## src/rtl/seu_harness_pkg.sv

```systemverilog
package seu_harness_pkg;
  localparam int unsigned DEF_CHAINS = 14;
  localparam int unsigned DEF_DEPTH  = 144;
  localparam int unsigned DEF_CNT_W  = 16;
endpackage

```

## src/rtl/seu_pattern_gen.sv

```systemverilog
module seu_pattern_gen (
  input  logic clk_i,
  input  logic rst_ni,
  output logic pat_o
);
  logic pat_q;

  always_ff @(posedge clk_i or negedge rst_ni) begin
    if (!rst_ni) pat_q <= 1'b0;
    else         pat_q <= ~pat_q;
  end

  assign pat_o = pat_q;
endmodule

```

## src/rtl/seu_shift_chain.sv

```systemverilog
module seu_shift_chain #(
  parameter int unsigned DEPTH = 144
) (
  input  logic clk_i,
  input  logic rst_ni,
  input  logic din_i,
  output logic dout_o
);
  logic [DEPTH-1:0] stage_q;

  always_ff @(posedge clk_i or negedge rst_ni) begin
    if (!rst_ni) stage_q <= '0;
    else         stage_q <= {stage_q[DEPTH-2:0], din_i};
  end

  assign dout_o = stage_q[DEPTH-1];
endmodule

```

## src/rtl/seu_vote_compare.sv

```systemverilog
module seu_vote_compare #(
  parameter int unsigned N_CHAINS = 14,
  localparam int unsigned HIT_W   = $clog2(N_CHAINS + 1)
) (
  input  logic [N_CHAINS-1:0] bits_i,
  output logic [N_CHAINS-1:0] diff_o,
  output logic [HIT_W-1:0]    hits_o
);
  logic [HIT_W-1:0] ones;
  logic             vote;

  always_comb begin
    ones = '0;
    for (int i = 0; i < int'(N_CHAINS); i++) ones = ones + HIT_W'(bits_i[i]);
  end

  // strict majority; an even split votes 0
  assign vote   = (ones > HIT_W'(N_CHAINS / 2));
  assign diff_o = bits_i ^ {N_CHAINS{vote}};

  always_comb begin
    hits_o = '0;
    for (int i = 0; i < int'(N_CHAINS); i++) hits_o = hits_o + HIT_W'(diff_o[i]);
  end
endmodule

```

## src/rtl/seu_upset_counter.sv

```systemverilog
module seu_upset_counter #(
  parameter int unsigned CNT_W = 16,
  parameter int unsigned HIT_W = 4
) (
  input  logic             clk_i,
  input  logic             rst_ni,
  input  logic             clear_i,
  input  logic             arm_i,
  input  logic [HIT_W-1:0] hits_i,
  output logic [CNT_W-1:0] cnt_o,
  output logic             err_o
);
  localparam logic [CNT_W:0] CNT_MAX = {1'b0, {CNT_W{1'b1}}};

  logic [CNT_W-1:0] cnt_q;
  logic             err_q;
  logic [CNT_W:0]   sum;

  assign sum = {1'b0, cnt_q} + (CNT_W+1)'(hits_i);

  always_ff @(posedge clk_i or negedge rst_ni) begin
    if (!rst_ni) begin
      cnt_q <= '0;
      err_q <= 1'b0;
    end else if (clear_i) begin
      cnt_q <= '0;
      err_q <= 1'b0;
    end else if (arm_i) begin
      cnt_q <= (sum > CNT_MAX) ? CNT_MAX[CNT_W-1:0] : sum[CNT_W-1:0];
      if (hits_i != '0) err_q <= 1'b1;
    end
  end

  assign cnt_o = cnt_q;
  assign err_o = err_q;
endmodule

```

## src/rtl/seu_chain_harness.sv

```systemverilog
module seu_chain_harness #(
  parameter int unsigned N_CHAINS = seu_harness_pkg::DEF_CHAINS,
  parameter int unsigned DEPTH    = seu_harness_pkg::DEF_DEPTH,
  parameter int unsigned CNT_W    = seu_harness_pkg::DEF_CNT_W
) (
  input  logic                clk_i,
  input  logic                rst_ni,
  input  logic                clear_i,
  output logic [N_CHAINS-1:0] mismatch_o,
  output logic [CNT_W-1:0]    upset_cnt_o,
  output logic                error_o
);
  localparam int unsigned HIT_W  = $clog2(N_CHAINS + 1);
  localparam int unsigned FILL_W = $clog2(DEPTH + 1);

  logic                pat;
  logic [N_CHAINS-1:0] chain_out;
  logic [N_CHAINS-1:0] diff;
  logic [HIT_W-1:0]    hits;
  logic [HIT_W-1:0]    hits_armed;
  logic [FILL_W-1:0]   fill_q;
  logic                arm;
  logic [N_CHAINS-1:0] flag_q;

  seu_pattern_gen u_pat (
    .clk_i  (clk_i),
    .rst_ni (rst_ni),
    .pat_o  (pat)
  );

  for (genvar k = 0; k < int'(N_CHAINS); k++) begin : g_chain
    logic tap_in;
    logic tap_out;
    assign tap_in = pat;
    seu_shift_chain #(.DEPTH(DEPTH)) u_chain (
      .clk_i  (clk_i),
      .rst_ni (rst_ni),
      .din_i  (tap_in),
      .dout_o (tap_out)
    );
    assign chain_out[k] = tap_out;
  end

  // comparison held off until every stage holds post-reset data
  always_ff @(posedge clk_i or negedge rst_ni) begin
    if (!rst_ni)   fill_q <= '0;
    else if (!arm) fill_q <= fill_q + 1'b1;
  end
  assign arm = (fill_q == FILL_W'(DEPTH));

  seu_vote_compare #(.N_CHAINS(N_CHAINS)) u_vote (
    .bits_i (chain_out),
    .diff_o (diff),
    .hits_o (hits)
  );

  always_ff @(posedge clk_i or negedge rst_ni) begin
    if (!rst_ni)  flag_q <= '0;
    else if (arm) flag_q <= diff;
    else          flag_q <= '0;
  end

  assign hits_armed = arm ? hits : '0;

  seu_upset_counter #(.CNT_W(CNT_W), .HIT_W(HIT_W)) u_cnt (
    .clk_i   (clk_i),
    .rst_ni  (rst_ni),
    .clear_i (clear_i),
    .arm_i   (arm),
    .hits_i  (hits_armed),
    .cnt_o   (upset_cnt_o),
    .err_o   (error_o)
  );

  assign mismatch_o = flag_q;
endmodule

```

## config.mk

```make
export PLATFORM = sky130hd
export DESIGN_NAME = seu_chain_harness
export DESIGN_NICKNAME = d
export VERILOG_FILES = /design/src/rtl/seu_harness_pkg.sv /design/src/rtl/seu_pattern_gen.sv /design/src/rtl/seu_shift_chain.sv /design/src/rtl/seu_vote_compare.sv /design/src/rtl/seu_upset_counter.sv /design/src/rtl/seu_chain_harness.sv
export SDC_FILE = /design/constraint.sdc
export NUM_CORES = 1
export LEC_CHECK = 0
export ABC_AREA = 1
export BUFFER_PORTS_ARGS = -buffer_cell sky130_fd_sc_hd__buf_4
export CORE_AREA = 2 2 46 48
export CTS_BUF_LIST = sky130_fd_sc_hd__clkbuf_16
export CTS_CLUSTER_SIZE = 8
export DETAILED_ROUTE_END_ITERATION = 10
export DIE_AREA = 0 0 48 50
export PLACE_DENSITY = 0.72
export SLEW_MARGIN = 20
export SYNTH_ARGS = -nofsm -noshare
export SYNTH_HDL_FRONTEND = slang
export SYNTH_SLANG_ARGS = --single-unit
```

## constraint.sdc

```tcl
create_clock -name clk_i -period 0.8 [get_ports clk_i]
set_input_delay 0.12 -clock clk_i [delete_from_list [all_inputs] [get_ports clk_i]]
set_output_delay 0.12 -clock clk_i [all_outputs]
set_load 0.02 [all_outputs]
```

# After elaboration in Yosys (flattened, before gate mapping)
# Index checks and enable logic that the tools add are counted.
[word_totals]
register_bits = 2056
output_inout_bits = 31
inputBits = 3
[op_classes]
mux = 8
reduce_logical = 4
n_bitwise = 2
order_cmp = 2
n_addsub = 28
n_eq_ne = 1
[ops]
columns = ["cell", "count"]
rows = [
  ["$add 4x1->4", 24],
  ["$mux 16", 3],
  ["$add 16x4->17", 1],
  ["$gt 17x16->1 const B", 1],
  ["$mux 14", 1],
  ["$xor 14x14->14", 1],
  ["$add 8x1->8 const B", 1],
  ["$eq 8x8->1 const B", 1],
  ["$add 1x1->2", 2],
  ["$gt 4x3->1 const B", 1],
  ["$mux 4", 1],
  ["$reduce_bool 2->1", 2],
  ["$reduce_bool 4->1", 1],
  ["$mux 1", 3],
  ["$reduce_and 2->1", 1],
  ["$not 1->1", 1],
]

# Longest topological paths before layout
# Gate-level depths: netlist of run 1.
[depth]
word_depth = 34
ltp_mapped = 3
ltp_nobuf = 2

# By module
# From an unflattened synthesis of run 1, not the netlist that was laid out.
[unflattened]
cells_unflattened = 2421
area_unflattened_um2 = 53600.2
[by_module_without_submodules]
columns = ["mod", "instances", "cells_each", "area_each_um2", "seq_area_each_um2"]
rows = [
  ["seu_shift_chain", 14, 144, 3603.5, 3603.5],
  ["seu_upset_counter", 1, 195, 1285.0, 425.4],
  ["seu_chain_harness", 1, 105, 960.9, 550.5],
  ["seu_vote_compare", 1, 103, 877.1, 0.0],
  ["seu_pattern_gen", 1, 2, 28.8, 25.0],
]

# Worst setup path after synthesis of run 1
# Ideal clock, no wire load.
[synth_timing]
path_kind = "register -> register"
start = "register u_cnt.cnt_q[11] (netlist: u_cnt.cnt_o[11])"
end = "register u_cnt.cnt_q[11] (netlist: u_cnt.cnt_o[11])"
arrival_ps = 534
setup_time_ps = 121
n_path_buf = 0
setup_slack_ps = 145
stages_incl_launch_ff = 3
synth_period_minus_slack_ps = 655
path_cell_list = "dfrtp_1 > inv_1 > nor2_1"
[synth_between]
elab_chain_cells = 5
[synth_rtl]
columns = ["element", "line_no", "rtl"]
rows = [
  ["start, declared", "seu_upset_counter.sv:15", "logic [CNT_W-1:0] cnt_q;"],
  ["start signal, assigned", "seu_upset_counter.sv:29", "cnt_q <= (sum > CNT_MAX) ? CNT_MAX[CNT_W-1:0] : sum[CNT_W-1:0];"],
  ["$add 16x4->17 (*)", "seu_upset_counter.sv:19", "assign sum = {1'b0, cnt_q} + (CNT_W+1)'(hits_i);"],
  ["$gt 17x16->1", "seu_upset_counter.sv:29", ""],
  ["$mux 16 (*)", "seu_upset_counter.sv:29", ""],
  ["$mux 16 (*)", "seu_upset_counter.sv:28", "end else if (arm_i) begin"],
  ["$mux 16 (*)", "seu_upset_counter.sv:25", "end else if (clear_i) begin"],
]
# Mark *: on every way between the ends. The rest lies on a longest branch, timed or not. The select of a mux whose other input is x is not followed.
# A chain may end at the register's enable or synchronous reset.

# Worst setup path in the final report of run 1
[layout_timing]
start = "register u_cnt.cnt_q[4] (netlist: u_cnt.cnt_o[4])"
end = "output port upset_cnt_o[4]"
[layout_rtl]
columns = ["element", "line_no", "rtl"]
rows = [
  ["end, declared", "seu_chain_harness.sv:10", "output logic [CNT_W-1:0] upset_cnt_o,"],
]
# No word-level cell between the ends.

==> flow_metrics.tcl, run 1 <==
set metrics [dict create \
    wire_per_inst_um 8.458 \
    firstDrtPassIters 4 \
    crit_family "flip-flops" \
    reg2regPathDepth 3 \
    path_depth 1 \
    io_buffers 19 \
    p_leak_nw 0.5076 \
    synth.top_cell.area_share_pct 63.31 \
    synth-edff-count 0 \
    grtUsageMet2_pct 16.22 \
    synthesis.area_um2 671.9 \
    rrSetupSlack_ps 90 \
    grt.overflow.total 0 \
    synthTopCellsByCount "dfrtp_1, inv_1, nor2_1, buf_4, buf_2" \
    yosysWarnings 0 \
    async_flop_share_pct 100.0 \
    worstSetupStartpointType "register" \
    syn2layout_area_growth_pct 43.58 \
    min_from "clear_i" \
    fp.coreArea_um2 1902 \
    cts_tree "built" \
    setup.worst_path.end_class "output pin" \
    reg2reg_from "u_cnt.cnt_o[0]" \
    placed_cells 111 \
    layout_setup_ws_ps -86.50 \
    yosysTopAreaCell "dfrtp_1" \
    cp_num_buf_inv 1 \
    postSynthAreaPerCell_um2 9.881 \
    cts_root_buf "clkbuf_16" \
    numCtsBuffers 3 \
    htree_levels 1 \
    gp_congestion 0.6056 \
    synth-seq-cells 17 \
    dpl.hpwl_um 716.9 \
    antenna_found_initial 0 \
    synth_cells 68 \
    skew_ps 0 \
    rows 16 \
    drive_gt1_share_pct 27.96 \
    grt.busiest_layer "met2" \
    cts.sinks 17 \
    grt_pass1_vias 442 \
    n_antenna_cell 0 \
    die_area_um2 2400 \
    max_cap_viol_count 0 \
    io_pins 34 \
    yosysSeqAreaShare_pct 63.31 \
    min_path_cells 2 \
    crit_type "reg -> out" \
    crit_chain "buf_6" \
    dpl_cell_area_um2 782.0 \
    die_h_um 50 \
    insertion_delay_ps 240 \
    final_core_util_pct 50.72 \
    hold_violations 0 \
    viasPerCell 3.617 \
    holdPathEnd "u_cnt.cnt_o[4]" \
    p_per_area_nw_per_um2 1965 \
    start_util_pct 35.33 \
    rsz0062_at_grt "true" \
    die_x_um 48 \
    nets 97 \
    worstHoldPathType "in -> reg" \
    crit_required_ps 680 \
    cp_slowest_stage_delay_ps 390 \
    vias 434 \
    grtUsageMet1_pct 11.87 \
    drtAntennaViolNets 0 \
    slew_viol_final 0 \
    grt_use_met3_pct 3.297 \
    path_clk_slew_ps 50 \
    arrival_ps 770 \
    grt_first_pass_wirelength_um 1711 \
    wl_um 1015 \
    timing.final.crit_period_ps 886.5 \
    synthDistinctLibCells 6 \
    design_area_um2 964.7 \
    ys.flop_type "dfrtp_1" \
    cp-startpoint "u_cnt.cnt_o[4]" \
    setup_viol 17 \
    layout.cells.non_filler 120 \
    synthTopCellsByArea "dfrtp_1, buf_4, inv_1" \
    fin_crit_sh_pct 110.8 \
    fmax_mhz 1128 \
    gr-usage-all-layers_pct 10.08 \
    outcome "finished with violations" \
    crit_fanout 2 \
    drt-initial-drc-count 4 \
    clockBufferDepth 2 \
    rr_endpoint "u_cnt.cnt_o[0]" \
    grt_max_degree 18 \
    cp_slowest_cell "dfrtp_1" \
    ir_drop_mv 1.352 \
    drc 0 \
    violations "negative setup slack" \
    total_power_mw 1.896 \
]
==> placed cells by master (no fill, tap or decap) <==
cell type | netlist | final
conb_1 | 1 | 14
nor2_1 | 17 | 17
buf_6 | 0 | 17
clkbuf_16 | 0 | 3
inv_1 | 17 | 18
dlygate4sd3_1 | 0 | 1
buf_4 | 14 | 6
dfrtp_1 | 17 | 17
==> how the worst max path moves through the flow <==
stage	end	slack (ps)
3_3_place_gp	upset_cnt_o[8]	170
4_1_cts	upset_cnt_o[1]	-100
3_5_place_dp	upset_cnt_o[1]	150
2_1_floorplan	u_cnt.cnt_o[11]	140
5_1_grt	upset_cnt_o[10]	-120
6_report	upset_cnt_o[4]	-90
==> cell families after synthesis <==
logic type	Yosys count	share of synthesized area (%)
flops	17	63.32
other cells	1	0.5581
simple gates	17	9.497
buf+inv	33	26.63
==> area by class of cell <==
| type | instances | area [µm²] |
|---|---|---|
| inverters | 17 | 63.81 |
| multi-input cells | 31 | 116.4 |
| fillers | 203 | 937.1 |
| well taps | 27 | 33.78 |
| repair buffers | 24 | 246.5 |
| clock inverters | 1 | 3.754 |
| clock buffers | 3 | 75.07 |
| flip-flops and latches | 17 | 425.4 |
==> what timing repair did <==
action | 4_1_cts | 5_1_grt
gates resized for setup | 17 | 0
hold endpoints to repair | 17 | 0
setup endpoints to repair | 17 | 17
hold buffers | 1 | 0
buffers inserted | 0 | 4
==> per-stage QoR <==
stage / setup WS [ps] / hold WS [ps] / setup TNS (ps)
final: -86.50 / 167.8 / -1323
after global routing: -120.5 / 193.4 / -1750
after CTS: -95.07 / 167.3 / -1437
after detailed placement: 151.2 / -8.158 / 0
after global placement: 167.4 / -10.66 / 0
after floorplan: 145.0 / -175.6 / 0
==> sequential cells by signal (all words and copies together) (netlist names) <==
signal	cells
u_cnt.cnt_o	16
u_cnt.err_o	1
==> report_power, final <==
| part | switching (mW) | leakage (nW) | internal, mW | total [mW] |
|---|---|---|---|---|
| combinational | 0.0865 | 0.228 | 0.0101 | 0.0965 |
| clock | 0.278 | 0.0423 | 0.660 | 0.937 |
| sequential | 0.00000000000000138 | 0.238 | 0.862 | 0.862 |
| total | 0.364 | 0.508 | 1.53 | 1.90 |
==> layer usage <==
layer  up-vias  wire length, µm
met1       204              439
li1        206                -
met4         0                0
met3         0               53
met5         -                0
met2        24              522
Note: power is estimated with default switching activity, not from simulation.
==> run 2, diff against run 1 <==
REMOVE_ABC_BUFFERS = 1   (was default)
==> run 2 against run 1 <==
Net effect:
- the flow still finishes with violations (negative setup slack)
- critical path depth did not move
- count of clock-buffer cells in the layout did not move
- register-to-register slack got worse by 90 ps
- hold slack got worse by 6.6 ps
- worst setup slack got worse by 5.4 ps
- sequential share of layout area fell by 1.5 points
- critical path type unchanged
- critical endpoint is now upset_cnt_o[7]
- largest cell class unchanged
==> flow_metrics.tcl, run 2 (synthesis results as in run 1) <==
set metrics [dict create \
    die_x_um 48 \
    grt.busiest_layer "met2" \
    register_area_um2 425.4 \
    p_switching_mw 0.3903 \
    vias 434 \
    grt_use_met3_pct 3.663 \
    setup_viol 18 \
    largest_reg_flops 16 \
    combPwrFrac_pct 4.9 \
    gp_congestion 0.6448 \
    design_area_um2 998.5 \
    sw_frac_of_total_pct 20.18 \
    layout_common_cells "buf_6, nor2_1, dfrtp_1" \
    wl_um 1042 \
    drtAntennaViolNets 0 \
    grt_first_pass_wirelength_um 1828 \
    whs_ps 161.1 \
    min_from "clear_i" \
    fp.coreArea_um2 1902 \
    fmax_mhz 1121 \
    numCtsBuffers 3 \
    rsz0062_at_grt "true" \
    cts_tree "built" \
    final_core_util_pct 52.50 \
    crit_type "reg -> out" \
    viasPerCell 3.528 \
    io_pins 34 \
    cp_slowest_cell "dfrtp_1" \
    timing.final.crit_period_ps 891.9 \
    skew_ps 0 \
    pre_cts_slack_ps 153.6 \
    cp_slowest_stage_delay_ps 390 \
    rows 16 \
    final_common_cell "buf_6" \
    cts.sinks 17 \
    setup.worst_path.end_class "output pin" \
    holdPathEnd "u_cnt.cnt_o[15]" \
    wire_per_inst_um 8.472 \
    ir_drop_mv 1.168 \
    drt-initial-drc-count 3 \
    rr_endpoint "u_cnt.cnt_o[3]" \
    crit_fanout 2 \
    arrival_ps 770 \
    reg2regPathDepth 4 \
    p_per_area_nw_per_um2 1937 \
    max_cap_viol_count 0 \
    p_clk_share_pct 50.5 \
    min_path_cells 2 \
    p_leak_nw 0.5210 \
    crit_family "flip-flops" \
    outcome "finished with violations" \
    nets 100 \
    path_depth 1 \
    violations "negative setup slack" \
    multi_input_area_um2 116.4 \
    crit_required_ps 680 \
    worstSetupStartpointType "register" \
    start_util_pct 35.33 \
    insertion_delay_ps 240 \
    grt_max_degree 18 \
    drive_gt1_share_pct 33.33 \
    syn2layout_area_growth_pct 48.60 \
    grtUsageMet2_pct 18.00 \
    grt_pass1_vias 445 \
    n_antenna_cell 0 \
    rrSetupSlack_ps 0 \
    htree_levels 1 \
    cts_root_buf "clkbuf_16" \
    clockBufferDepth 2 \
    worstHoldPathType "in -> reg" \
    p_int_mw 1.544 \
    hold_violations 0 \
    io_buffers 19 \
    grt.overflow.total 0 \
    fin_crit_sh_pct 111.5 \
    antenna_found_initial 0 \
    dpl.hpwl_um 700.9 \
    slew_viol_final 0 \
    drc 0 \
    grtUsageMet1_pct 11.57 \
    dpl_cell_area_um2 782.0 \
    gr-usage-all-layers_pct 10.62 \
    total_power_mw 1.934 \
    crit_chain "buf_6" \
    path_clk_slew_ps 50 \
    reg2reg_from "u_cnt.cnt_o[3]" \
    die_area_um2 2400 \
    firstDrtPassIters 2 \
    pwr-share-seq_pct 44.5 \
    cp_num_buf_inv 1 \
    die_h_um 50 \
    layout_setup_ws_ps -91.91 \
    fillers 188 \
]
[run 2: cell types whose count changed in the layout (fill, tap and decap cells not counted)]
cell / before / now
inv_2: 0 / 2
clkinvlp_4: 0 / 1
inv_1: 18 / 15
buf_6: 17 / 19
buf_4: 6 / 7
[run 2: how the worst max path moves through the flow]
stage / start / end / slack, ps
floorplan: u_cnt.cnt_o[0] / u_cnt.cnt_o[0] / 150
global placement: u_cnt.cnt_o[7] / upset_cnt_o[7] / 170
detailed placement: u_cnt.err_o / error_o / 150
CTS: u_cnt.cnt_o[6] / upset_cnt_o[6] / -100
global route: u_cnt.cnt_o[9] / upset_cnt_o[9] / -120
finish: u_cnt.cnt_o[7] / upset_cnt_o[7] / -90
[run 2: power groups by stage]
stage          logic, mW  registers, mW  clock network [mW]
2_1_floorplan     0.0572          0.876                   0
3_3_place_gp      0.0920          0.876                   0
3_5_place_dp      0.0929          0.876                   0
4_1_cts           0.0966          0.861                1.00
5_1_grt            0.111          0.860                1.05
6_report          0.0956          0.861               0.977
[run 2: cell type report]
| class | count | share of cell area [%] |
|---|---|---|
| Sequential cell | 17 | 42.61 |
| Timing Repair Buffer | 27 | 27.69 |
| Inverter | 17 | 6.391 |
| Multi-Input combinational cell | 31 | 11.65 |
| Tap cell | 27 | 3.383 |
| Clock buffer | 3 | 7.519 |
| Clock inverter | 1 | 0.7519 |
[run 2: layer usage]
metal,up-vias,share of wire [%]
met5,-,0
met4,0,0
met3,0,6.5
met2,23,54
met1,197,39
li1,214,-
[run 2: stage by stage]
| stage | TNS (ps) | cells |
|---|---|---|
| after detailed placement | 0 | 111 |
| after global placement | 0 | 111 |
| after global routing | -1860 | 123 |
| after floorplan | 0 | 65 |
| final | -1409 | 123 |
| after CTS | -1486 | 119 |
[run 2: what timing repair did]
| item | 4_1_cts | 5_1_grt |
|---|---|---|
| hold buffers | 1 | 0 |
| endpoints found under the setup margin | 17 | 17 |
| buffers inserted | 3 | 4 |
| pin swaps | 0 | 0 |
| resized for setup | 17 | 4 |
| hold endpoints to repair | 17 | 0 |
[run 2: worst reg2reg max path: cells and delay by family, from the launching register on]
kind          cells  cell delay [ps]
flops             1              390
buf+inv           3              270
simple gates      1               30
